$ cat config.mk
export PLATFORM = sky130hd
export DESIGN_NAME = iommu_ctl_regs
export DESIGN_NICKNAME = d
export VERILOG_FILES = /design/src/rtl/iommu_regs_pkg.sv /design/src/rtl/iommu_ctl_mode.sv /design/src/rtl/iommu_fault_log.sv /design/src/rtl/iommu_flush_shadow.sv /design/src/rtl/iommu_ctl_regs.sv
export SDC_FILE = /design/constraint.sdc
export NUM_CORES = 1
export LEC_CHECK = 0
export BUFFER_PORTS_ARGS = -buffer_cell sky130_fd_sc_hd__buf_2
export CAP_MARGIN = 40
export CORE_UTILIZATION = 56
export DETAILED_ROUTE_END_ITERATION = 16
export GPL_TIMING_DRIVEN = 0
export MAX_ROUTING_LAYER = met4
export PLACE_DENSITY_LB_ADDON = 0.3
export SYNTH_ARGS = -nofsm -noshare
export SYNTH_HDL_FRONTEND = slang
export SYNTH_SLANG_ARGS = --single-unit
export TNS_END_PERCENT = 5
$ cat constraint.sdc
create_clock -name clk -period 6.5 [get_ports clk]
set_input_delay 0.975 -clock clk [delete_from_list [all_inputs] [get_ports clk]]
set_output_delay 0.975 -clock clk [all_outputs]
set_load 0.05 [all_outputs]
$ cat src/rtl/iommu_regs_pkg.sv
// Shared constants for the MMU control register block.
// Assumes a 32-bit register width and byte offsets of at most 8 bits.
package iommu_regs_pkg;

    localparam int unsigned REG_W     = 32;
    localparam int unsigned NUM_SLOT  = 4;

    // Mode codes as written to the control register
    typedef enum logic [2:0] {
        MODE_OFF   = 3'd0,
        MODE_RUN   = 3'd5,
        MODE_STALL = 3'd7
    } mode_e;

    localparam logic [7:0] OFS_CTRL   = 8'h00;
    localparam logic [7:0] OFS_CFG    = 8'h04;
    localparam logic [7:0] OFS_SUMM   = 8'h08;
    localparam logic [7:0] OFS_FLALL  = 8'h0C;
    localparam logic [7:0] OFS_FLENT  = 8'h10;
    localparam logic [7:0] OFS_BASE   = 8'h14;
    localparam logic [7:0] OFS_ISTAT  = 8'h18;
    localparam logic [7:0] OFS_ICLR   = 8'h1C;
    localparam logic [7:0] OFS_SLOT0  = 8'h24;
    localparam logic [7:0] OFS_VER    = 8'h34;
    localparam logic [7:0] OFS_PFB0   = 8'h4C;

    // Capture slot for a fault class: 0 page, 1 write side, 2 read side, 3 bus error
    function automatic logic [1:0] capt_slot(input int unsigned idx);
        case (idx)
            0:       capt_slot = 2'd0;
            1, 4, 5: capt_slot = 2'd2;
            2, 6, 7: capt_slot = 2'd1;
            3:       capt_slot = 2'd3;
            default: capt_slot = 2'd0;
        endcase
    endfunction

endpackage

$ cat src/rtl/iommu_ctl_mode.sv
// Translation mode register.
// Holds off / running / stalled. An accepted fault forces the stalled state
// with priority over a software write. Codes other than the three known
// ones are ignored. Assumes fault_hit is already gated by the mode.
module iommu_ctl_mode
    import iommu_regs_pkg::*;
(
    input  logic              clk,
    input  logic              rst_n,
    input  logic              wr_en,
    input  logic [REG_W-1:0]  wr_code,
    input  logic              fault_hit,
    output mode_e             mode_q
);

    // Mode update: reset, fault override, then software code
    always_ff @(posedge clk) begin
        if (!rst_n) begin
            mode_q <= MODE_OFF;
        end else if (fault_hit) begin
            mode_q <= MODE_STALL;
        end else if (wr_en) begin
            case (wr_code)
                32'h0:   mode_q <= MODE_OFF;
                32'h5:   mode_q <= MODE_RUN;
                32'h7:   mode_q <= MODE_STALL;
                default: mode_q <= mode_q;
            endcase
        end
    end


    fault_stall_chk: assert property (@(posedge clk) disable iff (!rst_n)
        fault_hit |=> (mode_q == MODE_STALL));


    bad_code_chk: assert property (@(posedge clk) disable iff (!rst_n)
        (wr_en && !fault_hit && wr_code != 32'h0 && wr_code != 32'h5 && wr_code != 32'h7)
        |=> $stable(mode_q));

endmodule

$ cat src/rtl/iommu_fault_log.sv
// Fault status, per-class address capture and lowest-pending encoder.
// Assumes fault_set arrives already gated by the mode. A set and a clear
// of the same bit in one cycle leave the bit set.
module iommu_fault_log
    import iommu_regs_pkg::*;
#(
    parameter int unsigned NUM_FAULT = 8,
    parameter int unsigned DATA_W    = 32,
    localparam int unsigned IDX_W    = $clog2(NUM_FAULT)
) (
    input  logic                  clk,
    input  logic                  rst_n,
    input  logic [NUM_FAULT-1:0]  fault_set,
    input  logic [DATA_W-1:0]     fault_addr,
    input  logic                  clr_en,
    input  logic [NUM_FAULT-1:0]  clr_mask,
    output logic [NUM_FAULT-1:0]  status_q,
    output logic [DATA_W-1:0]     slot_q [NUM_SLOT],
    output logic [IDX_W-1:0]      low_idx,
    output logic                  pending
);

    logic [NUM_SLOT-1:0]  slot_hit;
    logic [NUM_FAULT-1:0] clr_eff;

    // Which capture slots receive the address this cycle
    always_comb begin
        slot_hit = '0;
        for (int i = 0; i < NUM_FAULT; i++) begin
            if (fault_set[i]) slot_hit[capt_slot(i)] = 1'b1;
        end
    end

    assign clr_eff = clr_en ? clr_mask : '0;

    // Status bits: clear first, then new faults on top
    always_ff @(posedge clk) begin
        if (!rst_n) status_q <= '0;
        else        status_q <= (status_q & ~clr_eff) | fault_set;
    end

    // One capture register per slot
    for (genvar s = 0; s < NUM_SLOT; s++) begin : g_slot
        always_ff @(posedge clk) begin
            if (!rst_n)           slot_q[s] <= '0;
            else if (slot_hit[s]) slot_q[s] <= fault_addr;
        end
    end

    // Lowest set status bit wins the report
    always_comb begin
        low_idx = '0;
        for (int i = NUM_FAULT - 1; i >= 0; i--) begin
            if (status_q[i]) low_idx = IDX_W'(i);
        end
    end

    assign pending = |status_q;


    fault_set_chk: assert property (@(posedge clk) disable iff (!rst_n)
        (fault_set != '0) |=> ((status_q & $past(fault_set)) == $past(fault_set)));


    clear_chk: assert property (@(posedge clk) disable iff (!rst_n)
        clr_en |=> ((status_q & $past(clr_mask & ~fault_set)) == '0));


    page_capt_chk: assert property (@(posedge clk) disable iff (!rst_n)
        fault_set[0] |=> (slot_q[0] == $past(fault_addr)));

endmodule

$ cat src/rtl/iommu_flush_shadow.sv
// Staged and active copies of table base and configuration, plus the TLB
// flush command pulses. Staged values read back at once. Active values
// follow directly only while translation is off, otherwise on flush-all.
// Assumes at most one register write per cycle.
module iommu_flush_shadow #(
    parameter int unsigned DATA_W     = 32,
    parameter int unsigned PAGE_SHIFT = 12,
    localparam int unsigned PAGE_W    = DATA_W - PAGE_SHIFT
) (
    input  logic              clk,
    input  logic              rst_n,
    input  logic              xlate_off,
    input  logic              base_wr,
    input  logic              cfg_wr,
    input  logic              flall_wr,
    input  logic              flent_wr,
    input  logic [DATA_W-1:0] wdata,
    output logic [DATA_W-1:0] base_stage,
    output logic [DATA_W-1:0] cfg_stage,
    output logic [DATA_W-1:0] base_act,
    output logic [DATA_W-1:0] cfg_act,
    output logic              flush_all,
    output logic              flush_entry,
    output logic [PAGE_W-1:0] flush_page
);

    logic flall_trig;
    logic flent_trig;

    assign flall_trig = flall_wr & wdata[0];
    assign flent_trig = flent_wr & wdata[0];

    // Staged registers take every write
    always_ff @(posedge clk) begin
        if (!rst_n) begin
            base_stage <= '0;
            cfg_stage  <= '0;
        end else begin
            if (base_wr) base_stage <= wdata;
            if (cfg_wr)  cfg_stage  <= wdata;
        end
    end

    // Active copies: direct while off, else loaded by flush-all
    always_ff @(posedge clk) begin
        if (!rst_n) begin
            base_act <= '0;
            cfg_act  <= '0;
        end else if (flall_trig) begin
            base_act <= base_stage;
            cfg_act  <= cfg_stage;
        end else begin
            if (base_wr && xlate_off) base_act <= wdata;
            if (cfg_wr && xlate_off)  cfg_act  <= wdata;
        end
    end

    // Single-cycle flush commands and the page number
    always_ff @(posedge clk) begin
        if (!rst_n) begin
            flush_all   <= 1'b0;
            flush_entry <= 1'b0;
            flush_page  <= '0;
        end else begin
            flush_all   <= flall_trig;
            flush_entry <= flent_trig;
            if (flent_trig) flush_page <= wdata[DATA_W-1:PAGE_SHIFT];
        end
    end


    flush_src_chk: assert property (@(posedge clk) disable iff (!rst_n)
        flush_all |-> $past(flall_wr && wdata[0]));


    base_hold_chk: assert property (@(posedge clk) disable iff (!rst_n)
        (base_wr && !xlate_off) |=> $stable(base_act));


    entry_src_chk: assert property (@(posedge clk) disable iff (!rst_n)
        flush_entry |-> $past(flent_wr && wdata[0]));

endmodule

$ cat src/rtl/iommu_ctl_regs.sv
// Register block of a device-side MMU: address decode, read mux, mode,
// fault log, staged table settings, flush commands and, for major version
// 3, two prefetch windows. Assumes a single-beat bus where a read returns
// one cycle after its request and writes take effect on the request edge.
module iommu_ctl_regs
    import iommu_regs_pkg::*;
#(
    parameter int unsigned ADDR_W    = 8,
    parameter int unsigned NUM_FAULT = 8,
    parameter logic [3:0]  VER_MAJOR = 4'd3,
    parameter logic [27:0] VER_MINOR = 28'h0000021,
    localparam int unsigned PAGE_W   = REG_W - 12,
    localparam int unsigned NUM_PFBR = 4
) (
    input  logic                  clk,
    input  logic                  rst_n,
    input  logic                  bus_valid,
    input  logic                  bus_write,
    input  logic [ADDR_W-1:0]     bus_addr,
    input  logic [REG_W-1:0]      bus_wdata,
    output logic                  bus_rvalid,
    output logic [REG_W-1:0]      bus_rdata,
    input  logic [NUM_FAULT-1:0]  fault_pulse,
    input  logic [REG_W-1:0]      fault_addr,
    output logic                  irq,
    output logic                  xlate_en,
    output logic                  xlate_stall,
    output logic [REG_W-1:0]      tbl_base,
    output logic [REG_W-1:0]      tbl_cfg,
    output logic                  flush_all,
    output logic                  flush_entry,
    output logic [PAGE_W-1:0]     flush_page,
    output logic [2*REG_W-1:0]    pfb_start,
    output logic [2*REG_W-1:0]    pfb_end
);

    localparam int unsigned IDX_W   = $clog2(NUM_FAULT);
    localparam bit          HAS_PFB = (VER_MAJOR == 4'd3);

    logic                 wr, rd;
    logic                 hit_ctrl, hit_cfg, hit_base, hit_flall, hit_flent, hit_iclr;
    mode_e                mode_q;
    logic [NUM_FAULT-1:0] fault_set;
    logic [NUM_FAULT-1:0] status_q;
    logic [REG_W-1:0]     slot_q [NUM_SLOT];
    logic [IDX_W-1:0]     low_idx;
    logic                 pending;
    logic [REG_W-1:0]     base_stage, cfg_stage;
    logic [REG_W-1:0]     summ_word;
    logic [REG_W-1:0]     rd_word;
    logic [REG_W-1:0]     pfb_q [NUM_PFBR];
    logic [REG_W-1:0]     pfb_rd_word;
    logic                 pfb_rd_hit;

    assign wr = bus_valid & bus_write;
    assign rd = bus_valid & ~bus_write;

    assign hit_ctrl  = (bus_addr == ADDR_W'(OFS_CTRL));
    assign hit_cfg   = (bus_addr == ADDR_W'(OFS_CFG));
    assign hit_base  = (bus_addr == ADDR_W'(OFS_BASE));
    assign hit_flall = (bus_addr == ADDR_W'(OFS_FLALL));
    assign hit_flent = (bus_addr == ADDR_W'(OFS_FLENT));
    assign hit_iclr  = (bus_addr == ADDR_W'(OFS_ICLR));

    // Faults count only while translation is switched on
    assign fault_set = (mode_q != MODE_OFF) ? fault_pulse : '0;

    iommu_ctl_mode u_mode (
        .clk       (clk),
        .rst_n     (rst_n),
        .wr_en     (wr & hit_ctrl),
        .wr_code   (bus_wdata),
        .fault_hit (|fault_set),
        .mode_q    (mode_q)
    );

    iommu_fault_log #(
        .NUM_FAULT (NUM_FAULT),
        .DATA_W    (REG_W)
    ) u_flog (
        .clk        (clk),
        .rst_n      (rst_n),
        .fault_set  (fault_set),
        .fault_addr (fault_addr),
        .clr_en     (wr & hit_iclr),
        .clr_mask   (bus_wdata[NUM_FAULT-1:0]),
        .status_q   (status_q),
        .slot_q     (slot_q),
        .low_idx    (low_idx),
        .pending    (pending)
    );

    iommu_flush_shadow #(
        .DATA_W     (REG_W),
        .PAGE_SHIFT (12)
    ) u_flush (
        .clk         (clk),
        .rst_n       (rst_n),
        .xlate_off   (mode_q == MODE_OFF),
        .base_wr     (wr & hit_base),
        .cfg_wr      (wr & hit_cfg),
        .flall_wr    (wr & hit_flall),
        .flent_wr    (wr & hit_flent),
        .wdata       (bus_wdata),
        .base_stage  (base_stage),
        .cfg_stage   (cfg_stage),
        .base_act    (tbl_base),
        .cfg_act     (tbl_cfg),
        .flush_all   (flush_all),
        .flush_entry (flush_entry),
        .flush_page  (flush_page)
    );

    // Prefetch windows exist only for major version 3
    if (HAS_PFB) begin : g_pfb
        // Window registers, contiguous from OFS_PFB0
        always_ff @(posedge clk) begin
            for (int k = 0; k < NUM_PFBR; k++) begin
                if (!rst_n) pfb_q[k] <= '0;
                else if (wr && bus_addr == ADDR_W'(int'(OFS_PFB0) + 4 * k)) pfb_q[k] <= bus_wdata;
            end
        end
        // Read selection among the window registers
        always_comb begin
            pfb_rd_word = '0;
            pfb_rd_hit  = 1'b0;
            for (int k = 0; k < NUM_PFBR; k++) begin
                if (bus_addr == ADDR_W'(int'(OFS_PFB0) + 4 * k)) begin
                    pfb_rd_word = pfb_q[k];
                    pfb_rd_hit  = 1'b1;
                end
            end
        end
    end else begin : g_no_pfb
        always_comb begin
            for (int k = 0; k < NUM_PFBR; k++) pfb_q[k] = '0;
            pfb_rd_word = '0;
            pfb_rd_hit  = 1'b0;
        end
    end

    assign pfb_start = {pfb_q[2], pfb_q[0]};
    assign pfb_end   = {pfb_q[3], pfb_q[1]};

    // Summary word: run, stall, pending, lowest index
    always_comb begin
        summ_word             = '0;
        summ_word[0]          = (mode_q == MODE_RUN);
        summ_word[1]          = (mode_q == MODE_STALL);
        summ_word[4]          = pending;
        summ_word[8 +: IDX_W] = low_idx;
    end

    // Read data selection by offset
    always_comb begin
        rd_word = '0;
        if (hit_ctrl)                              rd_word = REG_W'(mode_q);
        else if (hit_cfg)                          rd_word = cfg_stage;
        else if (bus_addr == ADDR_W'(OFS_SUMM))    rd_word = summ_word;
        else if (hit_base)                         rd_word = base_stage;
        else if (bus_addr == ADDR_W'(OFS_ISTAT))   rd_word = REG_W'(status_q);
        else if (bus_addr == ADDR_W'(OFS_VER))     rd_word = {VER_MAJOR, VER_MINOR};
        else if (pfb_rd_hit)                       rd_word = pfb_rd_word;
        else begin
            for (int s = 0; s < NUM_SLOT; s++) begin
                if (bus_addr == ADDR_W'(int'(OFS_SLOT0) + 4 * s)) rd_word = slot_q[s];
            end
        end
    end

    // Registered read return
    always_ff @(posedge clk) begin
        if (!rst_n) begin
            bus_rvalid <= 1'b0;
            bus_rdata  <= '0;
        end else begin
            bus_rvalid <= rd;
            bus_rdata  <= rd ? rd_word : '0;
        end
    end

    assign irq         = |status_q;
    assign xlate_en    = (mode_q != MODE_OFF);
    assign xlate_stall = (mode_q == MODE_STALL);


    read_ret_chk: assert property (@(posedge clk) disable iff (!rst_n)
        rd |=> bus_rvalid);


    idle_rd_chk: assert property (@(posedge clk) disable iff (!rst_n)
        !rd |=> (!bus_rvalid && bus_rdata == '0));


    off_ignore_chk: assert property (@(posedge clk) disable iff (!rst_n)
        (mode_q == MODE_OFF) |=> ((status_q & ~$past(status_q)) == '0));


    run_code_chk: assert property (@(posedge clk) disable iff (!rst_n)
        (wr && hit_ctrl && bus_wdata == 32'h5 && fault_set == '0) |=> (xlate_en && !xlate_stall));


    irq_stall_chk: assert property (@(posedge clk) disable iff (!rst_n)
        $rose(irq) |-> xlate_stall);

endmodule

==> results of run 1 <==
## flip-flops by register name, summed over array words and instances, names as in the netlist
| signal | cells |
|---|---|
| bus_rdata | 32 |
| bus_rvalid | 1 |
| pfb_q | 128 |
| u_flog.slot_q | 128 |
| u_flog.status_q | 8 |
| u_flush.base_act | 32 |
| u_flush.base_stage | 32 |
| u_flush.cfg_act | 32 |
| u_flush.cfg_stage | 32 |
| u_flush.flush_all | 1 |
| u_flush.flush_entry | 1 |
| u_flush.flush_page | 20 |
| u_mode.mode_q | 2 |
## worst min-delay path by stage
stage / to / start / cells past startpoint
floorplan: u_flog.slot_q[69] / u_flog.slot_q[69] / 2
global placement: u_flush.flush_page[3] / u_flush.flush_page[3] / 2
detailed placement: u_flush.flush_page[17] / u_flush.flush_page[17] / 2
CTS: u_flush.flush_page[18] / u_flush.flush_page[18] / 2
global route: u_flog.slot_q[75] / u_flog.slot_q[75] / 2
finish: u_flog.slot_q[58] / u_flog.slot_q[58] / 2
## power by group through the flow
stage                     clock network [uW]  registers [uW]  logic [uW]
final                                   2860            3060         675
after global routing                    2950            3060         700
after CTS                               2840            3050         657
after detailed placement                   0            3110         653
after global placement                     0            3110         633
after floorplan                            0            3240         264
## worst register-to-register path: cells and delay by family, from the launching register on
kind	cells	cell delay, ns
AOI/OAI and AO/OA	1	0.19
buffers and inverters	3	1.03
DFF	1	0.44
and+or+nand+nor	3	1.09
## Yosys cell counts, drive strengths merged, types with 13 or more instances
cell    instances  area (sq um)
nand2         515          1940
dfxtp         321          6430
a21oi         286          1430
nor2          151           584
clkbuf        140           526
and2          133           832
edfxtp        128          3840
mux2i          98           981
o21ai          82           410
a211oi         74           556
buf            52           292
a221oi         26           228
a22oi          26           195
o22ai          17           106
nor3           16           108
nor4           13           103
## cell families (layout without fill, tap and decap cells)
group | count (synthesis) | after routing | synth area share [%]
buf+inv | 200 | 601 | 4.38
mux | 99 | 99 | 5.13
other cells | 0 | 5 | 0
flops | 449 | 449 | 53.1
compound gates | 560 | 560 | 17.2
simple gates | 873 | 873 | 20.1
xor+xnor | 1 | 1 | 0.0453
## area by class of cell
cell class / instances / area share (%)
buffer: 192 / 3.51
antenna: 5 / 0.0538
timing repair buffer: 314 / 7.16
tap: 448 / 2.41
inverter: 8 / 0.129
clock inverter: 10 / 0.613
multi-input combinational: 1533 / 35.6
sequential: 449 / 44.1
clock buffer: 77 / 6.44
## through the flow
step	cell area [sq um]	hold WS, ns	cells	total power [uW]	TNS [ns]
floorplan	19300	0.432	2182	3500	0
CTS	23300	0.453	3031	6550	0
global placement	21400	0.440	2937	3750	-51.44
global route	23300	0.467	3036	6710	0
detailed placement	21600	0.445	2944	3760	0
finish	23300	0.454	3036	6590	0
## per-layer routing
layer | global-route usage [%] | vias up | share of wire (%)
li1 | - | 8283 | -
met1 | 56.9 | 9123 | 37
met2 | 68.9 | 1509 | 45
met3 | 7.99 | 349 | 12
met4 | 23.0 | 0 | 6.0
met5 | - | - | 0
==> results_dict.tcl, run 1 <==
set metrics [dict create \
    status "finished, final reports clean" \
    layout_commonest_cell "nand2_1" \
    cp.required_ns 6.93 \
    fin_util_pct 68.9 \
    crit_family "simple AND/OR/NAND/NOR gates" \
    coreArea_sq_um 33800 \
    antenna_found_initial 5 \
    seqPwrFrac_pct 46.4 \
    worstReg2RegEnd "u_flog.slot_q[126]" \
    power.density_nw_per_um2 283 \
    grt_pass1_vias 18000 \
    fmax_mhz 281 \
    critPathLaunchType "primary input" \
    critPathKind "in -> reg" \
    maxCapViolCount 0 \
    cp.arrival_ns 3.99 \
    cts_buffers 47 \
    grt_max_degree 23 \
    ys_seq_area_share_pct 53.1 \
    nets 2629 \
    layout_common_cells "nand2_1, buf_2, dfxtp_1" \
    swShare_pct 26.7 \
    die_h_microns 188 \
    final-seq-area_sq_um 10300 \
    async_flop_share_pct 0 \
    r2r-start "u_mode.mode_q[0]" \
    num_rows 67 \
    critPathBufInv 3 \
    syn-instance-count 2182 \
    ys_types 69 \
    finalHoldViolCount 0 \
    p_clk_share_pct 43.4 \
    antenna_left 0 \
    hpwl_microns 58400 \
    cts_max_path_buffers 3 \
    yosysWarningCount 0 \
    dieArea_sq_um 35300 \
    post-cts-setup-buffers 0 \
    n_fill_cell 2747 \
    critPathLaunch "bus_addr[7]" \
    vias 19300 \
    drt_first_pass_iters 6 \
    drc_errors 0 \
    dp_worst_setup_slack_ns 2.52 \
    ctsResizeCount 0 \
    fin_ws_ns 2.94 \
    clk_pin_slew_worst_paths_ns 0.06 \
    synth_edf_count 128 \
    r2r_cells 7 \
    die_w_microns 188 \
    port_buffers 307 \
    worstMarginPinSlew_ns 0.942 \
    endpoint "bus_rdata[7]" \
    wl_per_cell_microns 26.0 \
    min_period_ns 3.56 \
    rsz0062_at_grt "no" \
    cp_num_cells 8 \
    min-delay-path-class "reg -> reg" \
    maxSlewViolCount 0 \
    htreeDepth 2 \
    vdd_drop_max_mv 0.198 \
    viasPerCell 6.35 \
    ys_ff_latch 449 \
    worst-path-max-fanout 10 \
    root_buffer "clkbuf_16" \
    pin_count 334 \
    cpMostUsedCell "buf_2" \
    cts.hold.buffers_added 0 \
    wirelength_microns 79100 \
    intPower_uw 4830 \
    max_slew_margin_pct 36.7 \
    layout-drive-gt1-share_pct 17.8 \
    finClkSkew_ns 0.0212 \
    switchingPower_uw 1760 \
    cts_tree "yes" \
    crit_path_cell_trace "buf_2 -> buf_2 -> nand4bb_1 -> nor2_1 -> clkbuf_1 -> nand2_1 -> a211oi_1 -> nor3_1" \
    finalCritPeriodShare_pct 54.8 \
    setup-violations-final 0 \
    critPathCaptureType "flip-flop" \
    cts_sinks 449 \
    max_stage_delay_ns 0.68 \
    reg2reg_slack_ns 3.66 \
    grt_pass1_wl_microns 114000 \
    clkLatencyLatePin_ns 0.59 \
    power_leakage_uw 0.00948 \
    drt_iter0_drc 2654 \
    syn_nets 2266 \
    multi_input_area_sq_um 8270 \
    grt-ovfl-total 0 \
    gp_congestion 1.07 \
    ys.flop_type "dfxtp_1" \
    comb_power_share_pct 10.2 \
    syn_area_sq_um 19300 \
    initial_utilization_pct 57.2 \
    syn2layout_area_growth_pct 20.3 \
    syn_avg_cell_area_sq_um 8.86 \
    gr-usage-all-layers_pct 44.9 \
    cpMaxStageDelayCell "nor2_1" \
]
No activity file was read; power rests on OpenSTA's default activity.
==> run 2: changes to the inputs <==
Settings changed: ABC_AREA set to 1.
Clock period 6.5 ns to 3.5 ns, I/O delays scaled along.
==> run 2 against run 1 <==
Clock skew grew 0.0012 ns. Routed wire length shrank 6.1%. Sequential cell count unchanged. Highest routed layer unchanged. First-iteration DRC count shrank 10%. Power grew 79%. Synthesized cell count rose by 6.3%. Combinational power increased by 60%. Largest cell class unchanged. Largest power group unchanged. Sequential power rose by 86%. Critical path depth did not move. Clock power increased by 77%. Via count is 1.2% lower.
==> results_dict.tcl, run 2 <==
set metrics [dict create \
    max_slew_margin_pct 34.4 \
    root_buffer "clkbuf_16" \
    finalPower_uw 11800 \
    pin_count 334 \
    grt_max_degree 22 \
    critPathLaunchType "primary input" \
    dp_cells 3100 \
    port_buffers 332 \
    syn2layout_area_growth_pct 21.1 \
    yosys-top-cells-area "dfxtp_1, edfxtp_1, nand2_1" \
    synth_common_cells "nand2_1, nor2_1, dfxtp_1" \
    gp_congestion 1.04 \
    grt-ovfl-total 0 \
    hpwl_microns 55000 \
    antenna_found_initial 3 \
    ys_seq_area_share_pct 54.8 \
    initial_utilization_pct 57.3 \
    largestRegisters "pfb_q x128, u_flog.slot_q x128" \
    die_h_microns 185 \
    layout_commonest_cell "nand2_1" \
    cp.required_ns 3.86 \
    dieArea_sq_um 34200 \
    n_fill_cell 2668 \
    coreArea_sq_um 32700 \
    status "finished, final reports clean" \
    ys_types 48 \
    multi_input_area_sq_um 7300 \
    worstReg2RegEnd "u_mode.mode_q[1]" \
    wl_per_cell_microns 23.3 \
    holdPathEnd "bus_rvalid" \
    drt_first_pass_iters 6 \
    cts_tree "yes" \
    cts_sinks 449 \
    r2r_cells 8 \
    fmax_mhz 412 \
    wirelength_microns 74300 \
    fin_ws_ns 1.07 \
    synthMostInstantiatedCell "nand2_1" \
    reg2reg_slack_ns 1.25 \
    cts.hold.buffers_added 0 \
    finClkSkew_ns 0.0224 \
    ys.flop_type "dfxtp_1" \
    min-delay-path-class "in -> reg" \
    vdd_drop_max_mv 0.443 \
    worst-path-max-fanout 10 \
    drt_iter0_drc 2384 \
    viasPerCell 5.97 \
    gr-usage-all-layers_pct 44.4 \
    critPathCaptureType "flip-flop" \
    post-cts-setup-buffers 0 \
    min_period_ns 2.43 \
    layout-drive-gt1-share_pct 19.8 \
    cts_max_path_buffers 3 \
    drc_errors 0 \
    holdPathStages 2 \
    placed_area_sq_um 21100 \
    syn-instance-count 2320 \
    syn_nets 2404 \
    maxCapViolCount 0 \
    clk_pin_slew_worst_paths_ns 0.06 \
    syn_area_sq_um 18700 \
    vias 19000 \
    power.density_nw_per_um2 521 \
    syn_avg_cell_area_sq_um 8.08 \
    worstMarginPinSlew_ns 0.984 \
    cts_buffers 48 \
    yosys.area.top_type "dfxtp_1" \
    whs_ns 0.179 \
    rsz0062_at_grt "no" \
    ys_ff_latch 449 \
    htreeDepth 2 \
    final-seq-area_sq_um 10300 \
    dp_worst_setup_slack_ns 0.595 \
    antenna_left 0 \
    critPathKind "in -> reg" \
    cp.arrival_ns 2.79 \
    critPathLaunch "bus_addr[6]" \
    clkLatencyLatePin_ns 0.57 \
    finalHoldViolCount 0 \
    synth_top_area_share_pct 34.3 \
    yosysWarningCount 0 \
    setup-violations-final 0 \
    synth_edf_count 128 \
    r2r-start "u_mode.mode_q[0]" \
    fin_cells 3189 \
    worstHoldStart "bus_write" \
    die_w_microns 185 \
    finalCritPeriodShare_pct 69.3 \
    async_flop_share_pct 0 \
    maxSlewViolCount 0 \
    design_area_sq_um 22700 \
    ctsResizeCount 0 \
    power_leakage_uw 0.0100 \
    num_rows 66 \
    nets 2793 \
    grt_pass1_vias 17900 \
    layout_common_cells "nand2_1, nor2_1, buf_2" \
    grt_pass1_wl_microns 108000 \
]
run 2: cell types whose count changed in the layout (fill, tap and decap cells not counted), sizes merged, moves of 72 or more:
| cell | change |
|---|---|
| nor2 | +304 |
| o21ai | +197 |
| a21oi | -135 |
| and2 | -131 |
| inv | +121 |
| mux2i | -98 |
| a211oi | -72 |
| clkbuf | -72 |
run 2: critical path: stages:
cell	delay, ns
buf_2	0.14
inv_2	0.05
nand2_2	0.12
nor3_2	0.31
nand2_2	0.29
clkbuf_1	0.32
o21ai_0	0.68
a41oi_1	0.34
run 2: logic make-up after synthesis:
logic type / Yosys count / share of synthesized area, %
and+or+nand+nor: 1075 / 24.1
DFF: 449 / 54.8
buffers and inverters: 293 / 6.48
AOI/OAI and AO/OA: 503 / 14.6
run 2: worst max path at each step:
stage,end,slack (ns),depth (start not counted)
CTS,bus_rdata[17],1.19,8
global placement,pfb_q[2][23],-2.20,7
detailed placement,bus_rdata[17],0.59,8
global route,bus_rdata[11],1.09,9
finish,bus_rdata[16],1.07,8
floorplan,pfb_q[2][0],-0.41,6
run 2: layout make-up:
type	instances	area share (%)
clock inverter	12	0.551
clock buffer	73	6.29
multi-input combinational	1578	32.2
tap	442	2.44
buffer	142	2.83
antenna	3	0.0331
timing repair buffer	339	7.92
sequential	449	45.3
inverter	151	2.52
run 2: power by group:
group          internal [uW]  switching, uW
sequential              5550            127
combinational            233            843
clock                   2950           2110
total                   8730           3090
run 2: metal layers:
metal	global-route usage, %	up-vias	wire length (microns)
met3	7.65	300	8160
met2	69.6	1403	34000
li1	-	8457	-
met1	53.5	8874	26900
met5	-	-	0
met4	26.9	0	5180
run 2: per-stage QoR:
stage / setup TNS, ns / utilization, %
final: 0 / 69.4
after global routing: 0 / 69.4
after CTS: 0 / 69.3
after detailed placement: 0 / 64.6
after global placement: -218.64 / 64.1
after floorplan: -28.75 / -
==> run 3: changes to the inputs <==
Clock period 3.5 ns to 2.37 ns, I/O delays scaled along.
==> run 3 against run 2 <==
Non-clock buffer count shrank 2. Register-to-register slack lost 1.0 ns. Count of clock-buffer cells in the layout shrank 6. Sequential share of layout area grew 0.088 points. Power grew 47%. Combinational power grew 47%. Die area is the same. Clock power grew 45%. First-iteration DRC count grew 4.3%. Clock skew grew 0.0015 ns. Routed wire length shrank 0.65%. Critical path type unchanged. Critical endpoint is now bus_rdata[26].
==> results_dict.tcl, run 3 (synthesis gave the netlist of run 2 again) <==
set metrics [dict create \
    cp.arrival_ns 2.70 \
    wl_per_cell_microns 23.2 \
    fin_ws_ns 0.0463 \
    drt_first_pass_iters 6 \
    final-seq-area_sq_um 10300 \
    min_period_ns 2.32 \
    cts_tree "yes" \
    clkLatencyLatePin_ns 0.58 \
    n_fill_cell 2703 \
    r2r_cells 8 \
    endpoint "bus_rdata[26]" \
    clk_pin_slew_worst_paths_ns 0.06 \
    pin_count 334 \
    coreArea_sq_um 32700 \
    die_h_microns 185 \
    min-delay-path-class "in -> reg" \
    finalPower_uw 17300 \
    p_clk_share_pct 42.5 \
    wirelength_microns 73800 \
    drc_errors 0 \
    layout_commonest_cell "nand2_1" \
    intPower_uw 12800 \
    vias 19100 \
    placed_area_sq_um 21100 \
    grt_pass1_wl_microns 107000 \
    grt_max_degree 22 \
    layout-drive-gt1-share_pct 19.6 \
    cp.required_ns 2.75 \
    finalHoldViolCount 0 \
    cts_max_path_buffers 3 \
    initial_utilization_pct 57.3 \
    critPathKind "in -> reg" \
    max_slew_margin_pct 34.7 \
    switchingPower_uw 4510 \
    reg2reg_slack_ns 0.21 \
    syn2layout_area_growth_pct 20.9 \
    maxSlewViolCount 0 \
    seqPwrFrac_pct 48.4 \
    finClkSkew_ns 0.0239 \
    dp_worst_setup_slack_ns -0.245 \
    layout_common_cells "nand2_1, nor2_1, buf_2" \
    num_rows 66 \
    worstReg2RegEnd "u_mode.mode_q[1]" \
    design_area_sq_um 22600 \
    nets 2789 \
    antenna_left 0 \
    port_buffers 332 \
    gp_congestion 1.02 \
    multi_input_area_sq_um 7300 \
    grt-ovfl-total 0 \
    grt_pass1_vias 18100 \
    cts_sinks 449 \
    tns_ns 0 \
    swShare_pct 26.0 \
    gr-usage-all-layers_pct 44.2 \
    whs_ns 0.0174 \
    antenna_found_initial 7 \
    power.density_nw_per_um2 766 \
    drt_iter0_drc 2486 \
    worstMarginPinSlew_ns 0.969 \
    viasPerCell 5.99 \
    largestRegisters "pfb_q x128, u_flog.slot_q x128" \
    htreeDepth 2 \
    dieArea_sq_um 34200 \
    cts_buffers 46 \
    hpwl_microns 54300 \
    finalCritPeriodShare_pct 98.0 \
    worst-path-max-fanout 10 \
    critPathLaunchType "primary input" \
    die_w_microns 185 \
    fmax_mhz 430 \
    root_buffer "clkbuf_16" \
    maxCapViolCount 0 \
    critPathLaunch "bus_addr[6]" \
    cts.hold.buffers_added 0 \
    power_leakage_uw 0.00999 \
    setup-violations-final 0 \
    comb_power_share_pct 9.2 \
    vdd_drop_max_mv 0.634 \
    status "finished, final reports clean" \
    r2r-start "u_mode.mode_q[0]" \
    critPathCaptureType "flip-flop" \
]
run 3: changes by cell type in the layout (fill, tap and decap cells not counted), moves of 2 or more:
cell,before,now
buf_2,382,380
clkbuf_8,13,8
clkinv_1,20,22
diode_2,3,6
run 3: power groups by stage:
stage | Clock, uW | Sequential, uW | Combinational (uW)
6_report | 7360 | 8390 | 1590
5_1_grt | 7640 | 8410 | 1670
4_1_cts | 7320 | 8370 | 1560
3_5_place_dp | 0 | 8530 | 1550
3_3_place_gp | 0 | 8530 | 1490
2_1_floorplan | 0 | 8920 | 556
run 3: cell type report:
class,instances,share of cell area (%)
Antenna cell,6,0.0663
Clock buffer,67,5.98
Sequential cell,449,45.4
Tap cell,442,2.44
Inverter,151,2.53
Clock inverter,15,0.669
Buffer,142,2.83
Timing Repair Buffer,337,7.87
Multi-Input combinational cell,1578,32.3
run 3: layer usage:
layer / track usage [%] / vias up / routed length (microns)
li1: - / 8464 / -
met1: 52.3 / 8993 / 26600
met2: 69.2 / 1351 / 33900
met3: 9.56 / 290 / 8260
met4: 26.9 / 0 / 5060
met5: - / - / 0
run 3: timing repair:
action,4_1_cts,5_1_grt
resized for setup,0,1
setup endpoints to repair,0,2
buffers inserted,0,0
run 3: worst min-delay path by stage:
stage | from | end | cells past startpoint
floorplan | u_flog.slot_q[98] | u_flog.slot_q[98] | 2
global placement | u_flog.slot_q[1] | u_flog.slot_q[1] | 2
detailed placement | u_flog.slot_q[66] | u_flog.slot_q[66] | 2
CTS | bus_write | bus_rvalid | 2
global route | bus_write | bus_rvalid | 2
finish | bus_write | bus_rvalid | 2
run 3: metrics by stage:
stage / std cells / utilization, %
3_3_place_gp: 3094 / 64.1
2_1_floorplan: 2320 / -
5_1_grt: 3187 / 69.2
3_5_place_dp: 3099 / 64.6
4_1_cts: 3181 / 69.2
6_report: 3187 / 69.2
run 3: critical path: stages:
cell and delay [ns]:
buf_2 0.15, inv_2 0.06, nand2_2 0.11, nor3_2 0.27, nand2_2 0.28, clkbuf_1 0.33, o21ai_0 0.83, a41oi_1 0.31
